[src/rtl/fpc_pkg.sv]
`timescale 1ns/1ps
package fpc_pkg;

    typedef enum logic [3:0] {
        P_FALSE = 4'd0,  P_OEQ = 4'd1,  P_OGT = 4'd2,  P_OGE = 4'd3,
        P_OLT   = 4'd4,  P_OLE = 4'd5,  P_ONE = 4'd6,  P_ORD = 4'd7,
        P_UNO   = 4'd8,  P_UEQ = 4'd9,  P_UGT = 4'd10, P_UGE = 4'd11,
        P_ULT   = 4'd12, P_ULE = 4'd13, P_UNE = 4'd14, P_TRUE = 4'd15
    } pred_e;

    // index into the relation vector {un, lt, gt, eq}
    typedef enum logic [1:0] {
        REL_EQ = 2'd0, REL_GT = 2'd1, REL_LT = 2'd2, REL_UN = 2'd3
    } rel_e;

    typedef enum logic [1:0] {
        MIX_NONE = 2'd0, MIX_AND = 2'd1, MIX_OR = 2'd2, MIX_CONST = 2'd3
    } mix_e;

    typedef struct packed {
        mix_e mix;
        logic const_val;
        logic signaling;
        rel_e sel0;
        logic inv0;
        rel_e sel1;
        logic inv1;
    } recipe_t;

    function automatic recipe_t decode_pred(input logic [3:0] code);
        recipe_t r;
        r = '{mix: MIX_NONE, const_val: 1'b0, signaling: 1'b0,
              sel0: REL_UN, inv0: 1'b0, sel1: REL_UN, inv1: 1'b1};
        unique case (pred_e'(code))
            P_FALSE: begin r.mix = MIX_CONST; r.const_val = 1'b0; end
            P_TRUE:  begin r.mix = MIX_CONST; r.const_val = 1'b1; end
            P_OEQ:   begin r.mix = MIX_AND; r.sel0 = REL_EQ; end
            P_ONE:   begin r.mix = MIX_AND; r.sel0 = REL_EQ; r.inv0 = 1'b1; end
            P_OGT:   begin r.mix = MIX_AND; r.sel0 = REL_GT; r.signaling = 1'b1; end
            P_OGE:   begin r.mix = MIX_AND; r.sel0 = REL_LT; r.inv0 = 1'b1; r.signaling = 1'b1; end
            P_OLT:   begin r.mix = MIX_AND; r.sel0 = REL_LT; r.signaling = 1'b1; end
            P_OLE:   begin r.mix = MIX_AND; r.sel0 = REL_GT; r.inv0 = 1'b1; r.signaling = 1'b1; end
            P_ORD:   begin r.sel0 = REL_UN; r.inv0 = 1'b1; end
            P_UNO:   begin r.sel0 = REL_UN; end
            P_UEQ:   begin r.mix = MIX_OR; r.sel0 = REL_EQ; r.inv1 = 1'b0; end
            P_UGT:   begin r.mix = MIX_OR; r.sel0 = REL_GT; r.inv1 = 1'b0; r.signaling = 1'b1; end
            P_ULT:   begin r.mix = MIX_OR; r.sel0 = REL_LT; r.inv1 = 1'b0; r.signaling = 1'b1; end
            P_UGE:   begin r.sel0 = REL_LT; r.inv0 = 1'b1; r.signaling = 1'b1; end
            P_ULE:   begin r.sel0 = REL_GT; r.inv0 = 1'b1; r.signaling = 1'b1; end
            P_UNE:   begin r.sel0 = REL_EQ; r.inv0 = 1'b1; end
            default: r.mix = MIX_CONST;
        endcase
        return r;
    endfunction

endpackage

[src/rtl/fpc_classify.sv]
`timescale 1ns/1ps
module fpc_classify #(
    parameter int EXP_W  = 8,
    parameter int FRAC_W = 23
) (
    input  logic [EXP_W+FRAC_W-1:0] mag,
    output logic                    is_nan,
    output logic                    is_snan,
    output logic                    is_zero
);
    logic [EXP_W-1:0]  expo;
    logic [FRAC_W-1:0] frac;

    assign expo    = mag[EXP_W+FRAC_W-1:FRAC_W];
    assign frac    = mag[FRAC_W-1:0];
    assign is_nan  = (&expo) && (|frac);
    assign is_snan = is_nan && !frac[FRAC_W-1];
    assign is_zero = (mag == '0);
endmodule

[src/rtl/fpc_compare_seq.sv]
`timescale 1ns/1ps
module fpc_compare_seq #(
    parameter int EXP_W  = 8,
    parameter int FRAC_W = 23
) (
    input  logic                    clk,
    input  logic                    rst,
    input  logic                    start,
    input  logic                    signaling,
    input  logic [EXP_W+FRAC_W:0]   a,
    input  logic [EXP_W+FRAC_W:0]   b,
    output logic                    lt_o,
    output logic                    eq_o,
    output logic                    gt_o,
    output logic                    un_o,
    output logic [4:0]              flags_o,
    output logic                    done_o
);
    localparam int W  = EXP_W + FRAC_W + 1;
    localparam int MW = W - 1;

    typedef enum logic [1:0] {C_IDLE, C_EVAL, C_REPORT} cst_e;
    cst_e cst, cst_nx;

    logic [W-1:0]  opnd_q [2];
    logic          sig_q;
    logic [1:0]    nan_v, snan_v, zero_v;

    for (genvar g = 0; g < 2; g++) begin : g_cls
        fpc_classify #(.EXP_W(EXP_W), .FRAC_W(FRAC_W)) i_cls (
            .mag     (opnd_q[g][MW-1:0]),
            .is_nan  (nan_v[g]),
            .is_snan (snan_v[g]),
            .is_zero (zero_v[g])
        );
    end

    // state register
    always_ff @(posedge clk) begin
        if (rst) cst <= C_IDLE;
        else     cst <= cst_nx;
    end

    always_comb begin
        cst_nx = cst;
        unique case (cst)
            C_IDLE:   if (start) cst_nx = C_EVAL;
            C_EVAL:   cst_nx = C_REPORT;
            C_REPORT: cst_nx = C_IDLE;
            default:  cst_nx = C_IDLE;
        endcase
    end

    // relation of the latched operands
    logic         sa, sb, mag_lt, mag_eq;
    logic         r_lt, r_eq, r_gt, r_un, r_inv;
    always_comb begin
        sa     = opnd_q[0][MW];
        sb     = opnd_q[1][MW];
        mag_lt = opnd_q[0][MW-1:0] < opnd_q[1][MW-1:0];
        mag_eq = opnd_q[0][MW-1:0] == opnd_q[1][MW-1:0];
        r_un   = |nan_v;
        r_lt   = 1'b0;
        r_eq   = 1'b0;
        r_gt   = 1'b0;
        if (!r_un) begin
            if (&zero_v)       r_eq = 1'b1;
            else if (sa != sb) begin r_lt = sa; r_gt = sb; end
            else if (mag_eq)   r_eq = 1'b1;
            else if (!sa)      begin r_lt = mag_lt;  r_gt = !mag_lt; end
            else               begin r_lt = !mag_lt; r_gt = mag_lt;  end
        end
        r_inv = (|snan_v) || (sig_q && r_un);
    end

    always_ff @(posedge clk) begin
        if (rst) begin
            opnd_q[0] <= '0;
            opnd_q[1] <= '0;
            sig_q     <= 1'b0;
            lt_o      <= 1'b0;
            eq_o      <= 1'b0;
            gt_o      <= 1'b0;
            un_o      <= 1'b0;
            flags_o   <= '0;
        end else begin
            if (cst == C_IDLE && start) begin
                opnd_q[0] <= a;
                opnd_q[1] <= b;
                sig_q     <= signaling;
            end
            if (cst == C_EVAL) begin
                lt_o    <= r_lt;
                eq_o    <= r_eq;
                gt_o    <= r_gt;
                un_o    <= r_un;
                flags_o <= {r_inv, 4'b0000};
            end
        end
    end

    assign done_o = (cst == C_REPORT);
endmodule

[src/rtl/fpc_bit_slot.sv]
`timescale 1ns/1ps
module fpc_bit_slot
    import fpc_pkg::*;
(
    input  logic       clk,
    input  logic       rst,
    input  logic       we,
    input  rel_e       sel,
    input  logic       inv,
    input  logic [3:0] rel_bits,
    output logic       q
);
    always_ff @(posedge clk) begin
        if (rst)     q <= 1'b0;
        else if (we) q <= rel_bits[sel] ^ inv;
    end
endmodule

[src/rtl/fp_predicate_cmp.sv]
`timescale 1ns/1ps
module fp_predicate_cmp
    import fpc_pkg::*;
#(
    parameter int EXP_W  = 8,
    parameter int FRAC_W = 23
) (
    input  logic                  clk,
    input  logic                  rst,
    input  logic                  go,
    input  logic [3:0]            pred,
    input  logic [EXP_W+FRAC_W:0] lhs,
    input  logic [EXP_W+FRAC_W:0] rhs,
    output logic                  lt,
    output logic                  eq,
    output logic                  gt,
    output logic                  unord,
    output logic [4:0]            flags,
    output logic                  result,
    output logic                  done
);
    localparam int SLOTS = 2;

    typedef enum logic [1:0] {T_IDLE, T_RUN, T_MERGE, T_FIN} tst_e;
    tst_e st, st_nx;

    recipe_t rec_in;
    assign rec_in = decode_pred(pred);

    mix_e        mix_q;
    rel_e        sel_q [SLOTS];
    logic        inv_q [SLOTS];
    logic [SLOTS-1:0] slot_q;
    logic        core_start, core_done, slot_we;
    logic        result_q;

    fpc_compare_seq #(.EXP_W(EXP_W), .FRAC_W(FRAC_W)) i_core (
        .clk       (clk),
        .rst       (rst),
        .start     (core_start),
        .signaling (rec_in.signaling),
        .a         (lhs),
        .b         (rhs),
        .lt_o      (lt),
        .eq_o      (eq),
        .gt_o      (gt),
        .un_o      (unord),
        .flags_o   (flags),
        .done_o    (core_done)
    );

    for (genvar s = 0; s < SLOTS; s++) begin : g_slot
        logic we_s;
        if (s == 0) begin : g_first
            assign we_s = slot_we;
        end else begin : g_pair
            assign we_s = slot_we && (mix_q != MIX_NONE);
        end
        fpc_bit_slot i_slot (
            .clk      (clk),
            .rst      (rst),
            .we       (we_s),
            .sel      (sel_q[s]),
            .inv      (inv_q[s]),
            .rel_bits ({unord, lt, gt, eq}),
            .q        (slot_q[s])
        );
    end

    // state register
    always_ff @(posedge clk) begin
        if (rst) st <= T_IDLE;
        else     st <= st_nx;
    end

    always_comb begin
        st_nx = st;
        unique case (st)
            T_IDLE:  if (go) st_nx = (rec_in.mix == MIX_CONST) ? T_FIN : T_RUN;
            T_RUN:   if (core_done) st_nx = T_MERGE;
            T_MERGE: st_nx = T_FIN;
            T_FIN:   st_nx = T_IDLE;
            default: st_nx = T_IDLE;
        endcase
    end

    // outputs of the state machine
    always_comb begin
        core_start = (st == T_IDLE) && go && (rec_in.mix != MIX_CONST);
        slot_we    = (st == T_RUN) && core_done;
        done       = (st == T_FIN);
    end

    // recipe capture and result register
    always_ff @(posedge clk) begin
        if (rst) begin
            mix_q    <= MIX_NONE;
            sel_q[0] <= REL_EQ;
            sel_q[1] <= REL_EQ;
            inv_q[0] <= 1'b0;
            inv_q[1] <= 1'b0;
            result_q <= 1'b0;
        end else begin
            if (st == T_IDLE && go) begin
                mix_q    <= rec_in.mix;
                sel_q[0] <= rec_in.sel0;
                sel_q[1] <= rec_in.sel1;
                inv_q[0] <= rec_in.inv0;
                inv_q[1] <= rec_in.inv1;
                if (rec_in.mix == MIX_CONST) result_q <= rec_in.const_val;
            end
            if (st == T_MERGE) begin
                unique case (mix_q)
                    MIX_AND: result_q <= &slot_q;
                    MIX_OR:  result_q <= |slot_q;
                    default: result_q <= slot_q[0];
                endcase
            end
        end
    end

    assign result = result_q;
endmodule

[config.mk]
export PLATFORM = sky130hd
export DESIGN_NAME = fp_predicate_cmp
export DESIGN_NICKNAME = d
export VERILOG_FILES = /design/src/rtl/fpc_pkg.sv /design/src/rtl/fpc_classify.sv /design/src/rtl/fpc_compare_seq.sv /design/src/rtl/fpc_bit_slot.sv /design/src/rtl/fp_predicate_cmp.sv
export SDC_FILE = /design/constraint.sdc
export NUM_CORES = 1
export LEC_CHECK = 0
export ABC_CLOCK_PERIOD_IN_PS = 6500
export BUFFER_PORTS_ARGS = -buffer_cell sky130_fd_sc_hd__buf_2
export CORE_ASPECT_RATIO = 0.8
export CORE_MARGIN = 2
export CORE_UTILIZATION = 45
export DETAILED_ROUTE_END_ITERATION = 6
export PLACE_DENSITY_LB_ADDON = 0.25
export SLEW_MARGIN = 10
export SYNTH_ARGS = -nofsm -noshare
export SYNTH_HDL_FRONTEND = slang
export SYNTH_SLANG_ARGS = --single-unit
[constraint.sdc]
create_clock -name clk -period 6.5 [get_ports clk]
set_input_delay 0.65 -clock clk [delete_from_list [all_inputs] [get_ports clk]]
set_output_delay 0.65 -clock clk [all_outputs]
set_load 0.02 [all_outputs]
==> impl_metrics.tcl, run 1 <==
set metrics [dict create \
    ant_nets 0 \
    nets 602 \
    fin_cells 633 \
    setup_tns_ns 0 \
    die_w_um 116 \
    whs_ns 0.475 \
    yosys.cell_types.count 47 \
    slowest_delay_ns 0.46 \
    synth_compound_gate_area_share_pct 7.59 \
    clk_latency_ns 0.34 \
    finalPower_mw 1.81 \
    timing.rr.start "i_core.opnd_q[0][22]$_SDFFCE_PN0P_" \
    ys_ff_latch 84 \
    die-area_um2 10900 \
    root_buffer "clkbuf_16" \
    cts_buffers 9 \
    placement_rows 32 \
    rsz0062_at_grt "no" \
    dr.pass1.iters 5 \
    avgViaCountPerCell 5.06 \
    hp-class "flop to flop" \
    vias 3202 \
    synth_area_um2 4530 \
    drive_above_1_share_pct 21.1 \
    clkTransAtPathRegs_ns 0.06 \
    worstPathCellList "ha_1, nand4_1, nor4_1, and2_1, o22ai_1, o311ai_1, o211ai_1" \
    final.min_clock_period_ns 2.32 \
    dp_cells 617 \
    synth-adder-area-share_pct 10.8 \
    worstPathRequired_ns 6.71 \
    synthArstFlopShare_pct 0 \
    cp_num_buf_inv 0 \
    slew_violations 0 \
    reg2reg_to "i_core.gt_o$_SDFFE_PP0N_" \
    drc 0 \
    ctsHtreeMaxLevel 3 \
    synth_warnings 0 \
    start_util_pct 46.6 \
    synth_top_family_by_area "simple AND/OR/NAND/NOR gates" \
    syn_to_final_growth_pct 17.1 \
    grt_pass1_wl_um 14500 \
    status "complete, no violations" \
    grt_pass1_vias 3038 \
    syn_area_per_cell_um2 10.9 \
    startpoint_type "flop" \
    core_region_area_um2 9730 \
    antenna_found_initial 0 \
    power_density_nw_per_um2 340 \
    drtIter0Drc 215 \
    cp_slowest_cell "edfxtp_1" \
    drv_cap 0 \
    num_antenna_cells 0 \
    routed_wl_um 8890 \
    hold_viol_final 0 \
    ys_seq_area_share_pct 52.3 \
    synth-edff-count 69 \
    cts_hold_buf 0 \
    cts.sinks 84 \
    synth_xor_area_share_pct 1.16 \
    track_usage_pct 17.6 \
    timing.fmax_ghz 0.431 \
    critPathCaptureType "flop" \
    crit_type "flop to flop" \
    reg2reg_setup_slack_ns 4.18 \
    die_y_um 93.8 \
    setup_violations 0 \
    cts.path.max_buffers 2 \
    crit_path_max_fanout 3 \
    ys.flop_type "edfxtp_1" \
    finalCritPeriodShare_pct 35.7 \
    path_depth 7 \
    critPathTopFamily "simple AND/OR/NAND/NOR gates" \
    tightest_slew_ns 0.816 \
    synthSimpleGateAreaFrac_pct 21.9 \
    gp_congestion 0.876 \
    cts_tree "done" \
    power.leakage_nw 2.20 \
    port_buffers 77 \
    wl_per_cell_um 14.0 \
    grt-ovfl-total 0 \
    critPathLaunch "i_core.opnd_q[0][22]$_SDFFCE_PN0P_" \
    slew_headroom_pct 45.6 \
    crit_end "i_core.gt_o$_SDFFE_PP0N_" \
    pin_count 82 \
    netlist_instances 415 \
    ir_drop_mv 0.160 \
    r2r_cells 7 \
    dp_hpwl_um 6710 \
    clock-skew-final_ns 0.00552 \
    grt_max_degree 66 \
    muxShareOfSynthArea_pct 0.938 \
    ctsResizeCount 0 \
    postCtsSetupRepairBufs 0 \
    critPathArrivalTime_ns 2.53 \
]
[report_power, final]
group / internal [mW] / switching, mW / total [mW]
registers: 0.743 / 0.0904 / 0.833
clock network: 0.260 / 0.215 / 0.475
logic: 0.208 / 0.293 / 0.500
[routing by layer]
layer	up-vias	track usage, %	routed length [um]
met5	-	0	0
met4	0	7.14	150
met3	13	3.87	398
met2	78	27.9	4060
met1	1465	23.5	4280
li1	1646	-	-
[placed cells by master, fill, tap and decap left out, types with 11 or more instances in the layout]
cell      count
a21oi_1      21
edfxtp_1     69
nand2_1      19
nand4_1      15
dfxtp_1      15
inv_1        40
nor2_1       23
o21ai_0      11
ha_1         39
and2_1       66
buf_2        77
nor4_1       16
[layout make-up]
cell class	count	area [um2]
inverter	40	150
clock inverter	7	51.3
timing repair buffer	79	400
clock buffer	9	225
tap	136	170
fill	863	4420
sequential	84	2370
multi-input combinational	278	1940
[worst min path at each step]
stage | from | slack, ns | endpoint | cells after the start
global route | mix_q[0]$_SDFFE_PP0P_ | 0.50 | mix_q[0]$_SDFFE_PP0P_ | 2
CTS | mix_q[0]$_SDFFE_PP0P_ | 0.48 | mix_q[0]$_SDFFE_PP0P_ | 2
floorplan | g_slot[1].i_slot.q$_SDFFE_PP0P_ | 0.45 | result$_SDFFE_PP0P_ | 2
global placement | g_slot[1].i_slot.q$_SDFFE_PP0P_ | 0.46 | g_slot[1].i_slot.q$_SDFFE_PP0P_ | 2
finish | mix_q[0]$_SDFFE_PP0P_ | 0.47 | mix_q[0]$_SDFFE_PP0P_ | 2
detailed placement | mix_q[0]$_SDFFE_PP0P_ | 0.47 | mix_q[0]$_SDFFE_PP0P_ | 2
[Yosys cell counts, drive strengths merged (3+ instances only)]
cell type / instances / area (um2)
a211oi: 3 / 22.5
a221oi: 3 / 26.3
nand3b: 3 / 22.5
nand2: 19 / 71.3
inv: 40 / 150
nor2: 24 / 90.1
dfxtp: 15 / 300
ha: 39 / 488
and2: 66 / 413
nor3: 6 / 30.0
nand4: 15 / 93.8
buf: 5 / 37.5
and4: 3 / 28.8
nor4: 19 / 138
xor2: 4 / 35.0
nand2b: 5 / 31.3
nand3: 4 / 20.0
clkbuf: 11 / 48.8
o21ai: 11 / 55.1
a21oi: 22 / 114
edfxtp: 69 / 2070
[stage by stage]
step | utilization, % | instance area [um2] | setup WS [ns]
finish | 54.6 | 5310 | 4.18
global route | 54.6 | 5310 | 3.94
CTS | 54.6 | 5310 | 4.18
detailed placement | 51.7 | 5030 | 3.99
global placement | 51.7 | 5030 | 4.07
floorplan | - | 4550 | 3.30
[worst reg2reg max path, delay by kind of cell, from the launching register on]
kind                     cells  cell delay (ns)
AO/OA/AOI/OAI                3             0.54
adder cells (fa/ha/maj)      1             0.35
flip-flops                   1             0.46
AND/OR/NAND/NOR              3             0.84
[flip-flops by register name (all words and copies together) (netlist names)]
register	flops
g_slot.i_slot.q	2
i_core.cst	2
i_core.eq_o	1
i_core.flags_o	1
i_core.gt_o	1
i_core.lt_o	1
i_core.opnd_q	64
i_core.sig_q	1
i_core.un_o	1
inv_q	2
mix_q	2
result	1
sel_q	3
st	2
[kinds of logic after synthesis]
| logic type | count (synthesis) |
|---|---|
| AOI/OAI and AO/OA | 55 |
| xor gates and xnor gates | 6 |
| adders and majority gates | 39 |
| buffers and inverters | 56 |
| DFF | 84 |
| muxes | 3 |
| other | 1 |
| and+or+nand+nor | 171 |
Power figures use the tool's default switching activity.
==> inputs of run 2 (changes only) <==
--- a/config.mk
+++ b/config.mk
@@ -5,7 +5,7 @@
 export SDC_FILE = /design/constraint.sdc
 export NUM_CORES = 1
 export LEC_CHECK = 0
-export ABC_CLOCK_PERIOD_IN_PS = 6500
+export ABC_CLOCK_PERIOD_IN_PS = 2170
 export BUFFER_PORTS_ARGS = -buffer_cell sky130_fd_sc_hd__buf_2
 export CORE_ASPECT_RATIO = 0.8
 export CORE_MARGIN = 2
==> constraint.sdc (replaced) <==
create_clock -name clk -period 2.17 [get_ports clk]
set_input_delay 0.217 -clock clk [delete_from_list [all_inputs] [get_ports clk]]
set_output_delay 0.217 -clock clk [all_outputs]
set_load 0.02 [all_outputs]
==> run 2 against run 1 <==
Net effect: the flow now finishes with violations (negative setup slack); largest power group unchanged; setup slack worse by 4.2 ns; first-iteration DRC count up 6.0%; sequential share of layout area down 2.8 points; register-to-register slack worse by 4.2 ns; non-clock buffer count up 25; utilization up 3.7 points; clock power rose to 3.0 times the previous value; flip-flop and latch count unchanged; largest cell class unchanged.
==> impl_metrics.tcl, run 2 (synthesis results as in run 1) <==
set metrics [dict create \
    largest_register_ffs 64 \
    worstPathRequired_ns 2.37 \
    cts.path.max_buffers 2 \
    hp-class "input port to flop" \
    layout_commonest_cell "buf_2" \
    critPathCaptureType "flop" \
    vias 3338 \
    core_region_area_um2 9730 \
    status "finished, violations left" \
    most-common-layout-cells "buf_2 (77), edfxtp_1 (69), and2_1 (65), inv_1 (39), ha_1 (33)" \
    finalPower_mw 5.81 \
    die_y_um 93.8 \
    crit_path_max_fanout 3 \
    drtIter0Drc 228 \
    timing.fmax_ghz 0.454 \
    reg.largest.list "i_core.opnd_q: 64 flops, sel_q: 3 flops" \
    power.leakage_nw 2.36 \
    startpoint_type "flop" \
    start_util_pct 46.6 \
    clkTransAtPathRegs_ns 0.06 \
    cts_hold_buf 0 \
    avgViaCountPerCell 5.07 \
    port_buffers 77 \
    cts_tree "done" \
    placement_rows 32 \
    grt-ovfl-total 0 \
    grt_max_degree 43 \
    cts_buffers 9 \
    cts.sinks 84 \
    track_usage_pct 18.0 \
    die_w_um 116 \
    ctsHtreeMaxLevel 3 \
    layout_setup_ws_ns -0.0310 \
    antenna_found_initial 0 \
    finalCritPeriodShare_pct 101 \
    wl_per_cell_um 14.8 \
    drive_above_1_share_pct 28.0 \
    ant_nets 0 \
    syn_to_final_growth_pct 25.0 \
    hold_viol_final 0 \
    power_density_nw_per_um2 1020 \
    regMostFlops "i_core.opnd_q" \
    rsz0062_at_grt "yes" \
    num_antenna_cells 0 \
    ir_drop_mv 0.470 \
    gp_congestion 0.800 \
    clk_latency_ns 0.34 \
    grt_pass1_wl_um 15100 \
    clock-skew-final_ns 0.00582 \
    final.min_clock_period_ns 2.20 \
    grt_pass1_vias 3208 \
    critPathArrivalTime_ns 2.40 \
    pin_count 82 \
    dp_hpwl_um 6980 \
    violations "negative setup slack" \
    root_buffer "clkbuf_16" \
    drc 0 \
    drv_cap 0 \
    routed_wl_um 9750 \
    nets 627 \
    dr.pass1.iters 4 \
    whs_ns 0.150 \
    die-area_um2 10900 \
    setup_violations 2 \
    crit_type "flop to flop" \
    slew_violations 0 \
]
==> run 2: changes by cell type in the layout (fill, tap and decap cells not counted), moves of 2 or more <==
| cell | delta |
|---|---|
| ha_4 | +6 |
| buf_12 | +2 |
| a221oi_2 | +3 |
| a221oi_1 | -3 |
| nor4_1 | -2 |
| buf_4 | +23 |
| ha_1 | -6 |
==> run 2: what timing repair did <==
| item | CTS | global route |
|---|---|---|
| gates resized for setup | 3 | 16 |
| setup endpoints to repair | 2 | 3 |
| buffers inserted | 0 | 16 |
| pin swaps | 1 | 16 |
| cloned | 0 | 0 |
| endpoints found under the hold margin | 0 | 0 |
==> run 2: per-stage QoR <==
step	util [%]	setup slack (ns)	TNS [ns]	area, um2	cells
2_1_floorplan	-	0.0420	0	4550	418
3_3_place_gp	52.7	0.0438	0	5130	626
3_5_place_dp	52.7	-0.0828	-0.165	5130	626
4_1_cts	55.7	0.0147	0	5420	642
5_1_grt	58.3	-0.254	-0.616	5670	658
6_report	58.3	-0.0310	-0.0523	5670	658
==> run 2: layout make-up <==
class / instances / area, um2
Clock inverter: 6 / 48.8
Multi-Input combinational cell: 278 / 2090
Sequential cell: 84 / 2370
Tap cell: 136 / 170
Inverter: 40 / 150
Timing Repair Buffer: 104 / 613
Fill cell: 841 / 4060
Clock buffer: 10 / 229
==> run 2: final timing paths <==
check | start | end | slack [ns] | depth (start not counted)
min reg2reg | g_slot[1].i_slot.q$_SDFFE_PP0P_ | result$_SDFFE_PP0P_ | 0.49 | 2
min | lhs[31] | i_core.opnd_q[0][31]$_SDFFCE_PN0P_ | 0.15 | 2
max | i_core.opnd_q[0][56]$_SDFFCE_PN0P_ | i_core.gt_o$_SDFFE_PP0N_ | -0.03 | 7
max reg2reg | i_core.opnd_q[0][56]$_SDFFCE_PN0P_ | i_core.gt_o$_SDFFE_PP0N_ | -0.03 | 7
==> run 2: power by group <==
group | internal [mW] | total [mW] | leakage, nW | switching (mW)
logic | 0.851 | 1.89 | 1.38 | 1.04
registers | 2.22 | 2.50 | 0.858 | 0.278
clock network | 0.785 | 1.42 | 0.126 | 0.636
==> run 2: routing by layer <==
| metal | GRT usage (%) | vias to the layer above | wire length [um] |
|---|---|---|---|
| met5 | 0 | - | 0 |
| met4 | 5.95 | 0 | 184 |
| met3 | 4.84 | 16 | 433 |
| met2 | 28.2 | 85 | 4670 |
| met1 | 24.3 | 1554 | 4460 |
| li1 | - | 1683 | - |
==> run 2: worst max-delay path: stages, from the launching register on <==
cell      delay (ns)
edfxtp_1        0.44
buf_4           0.17
nor4_1          0.31
nand4_1         0.16
or4_4           0.52
and4_4          0.21
o311ai_1        0.09
o211ai_1        0.15
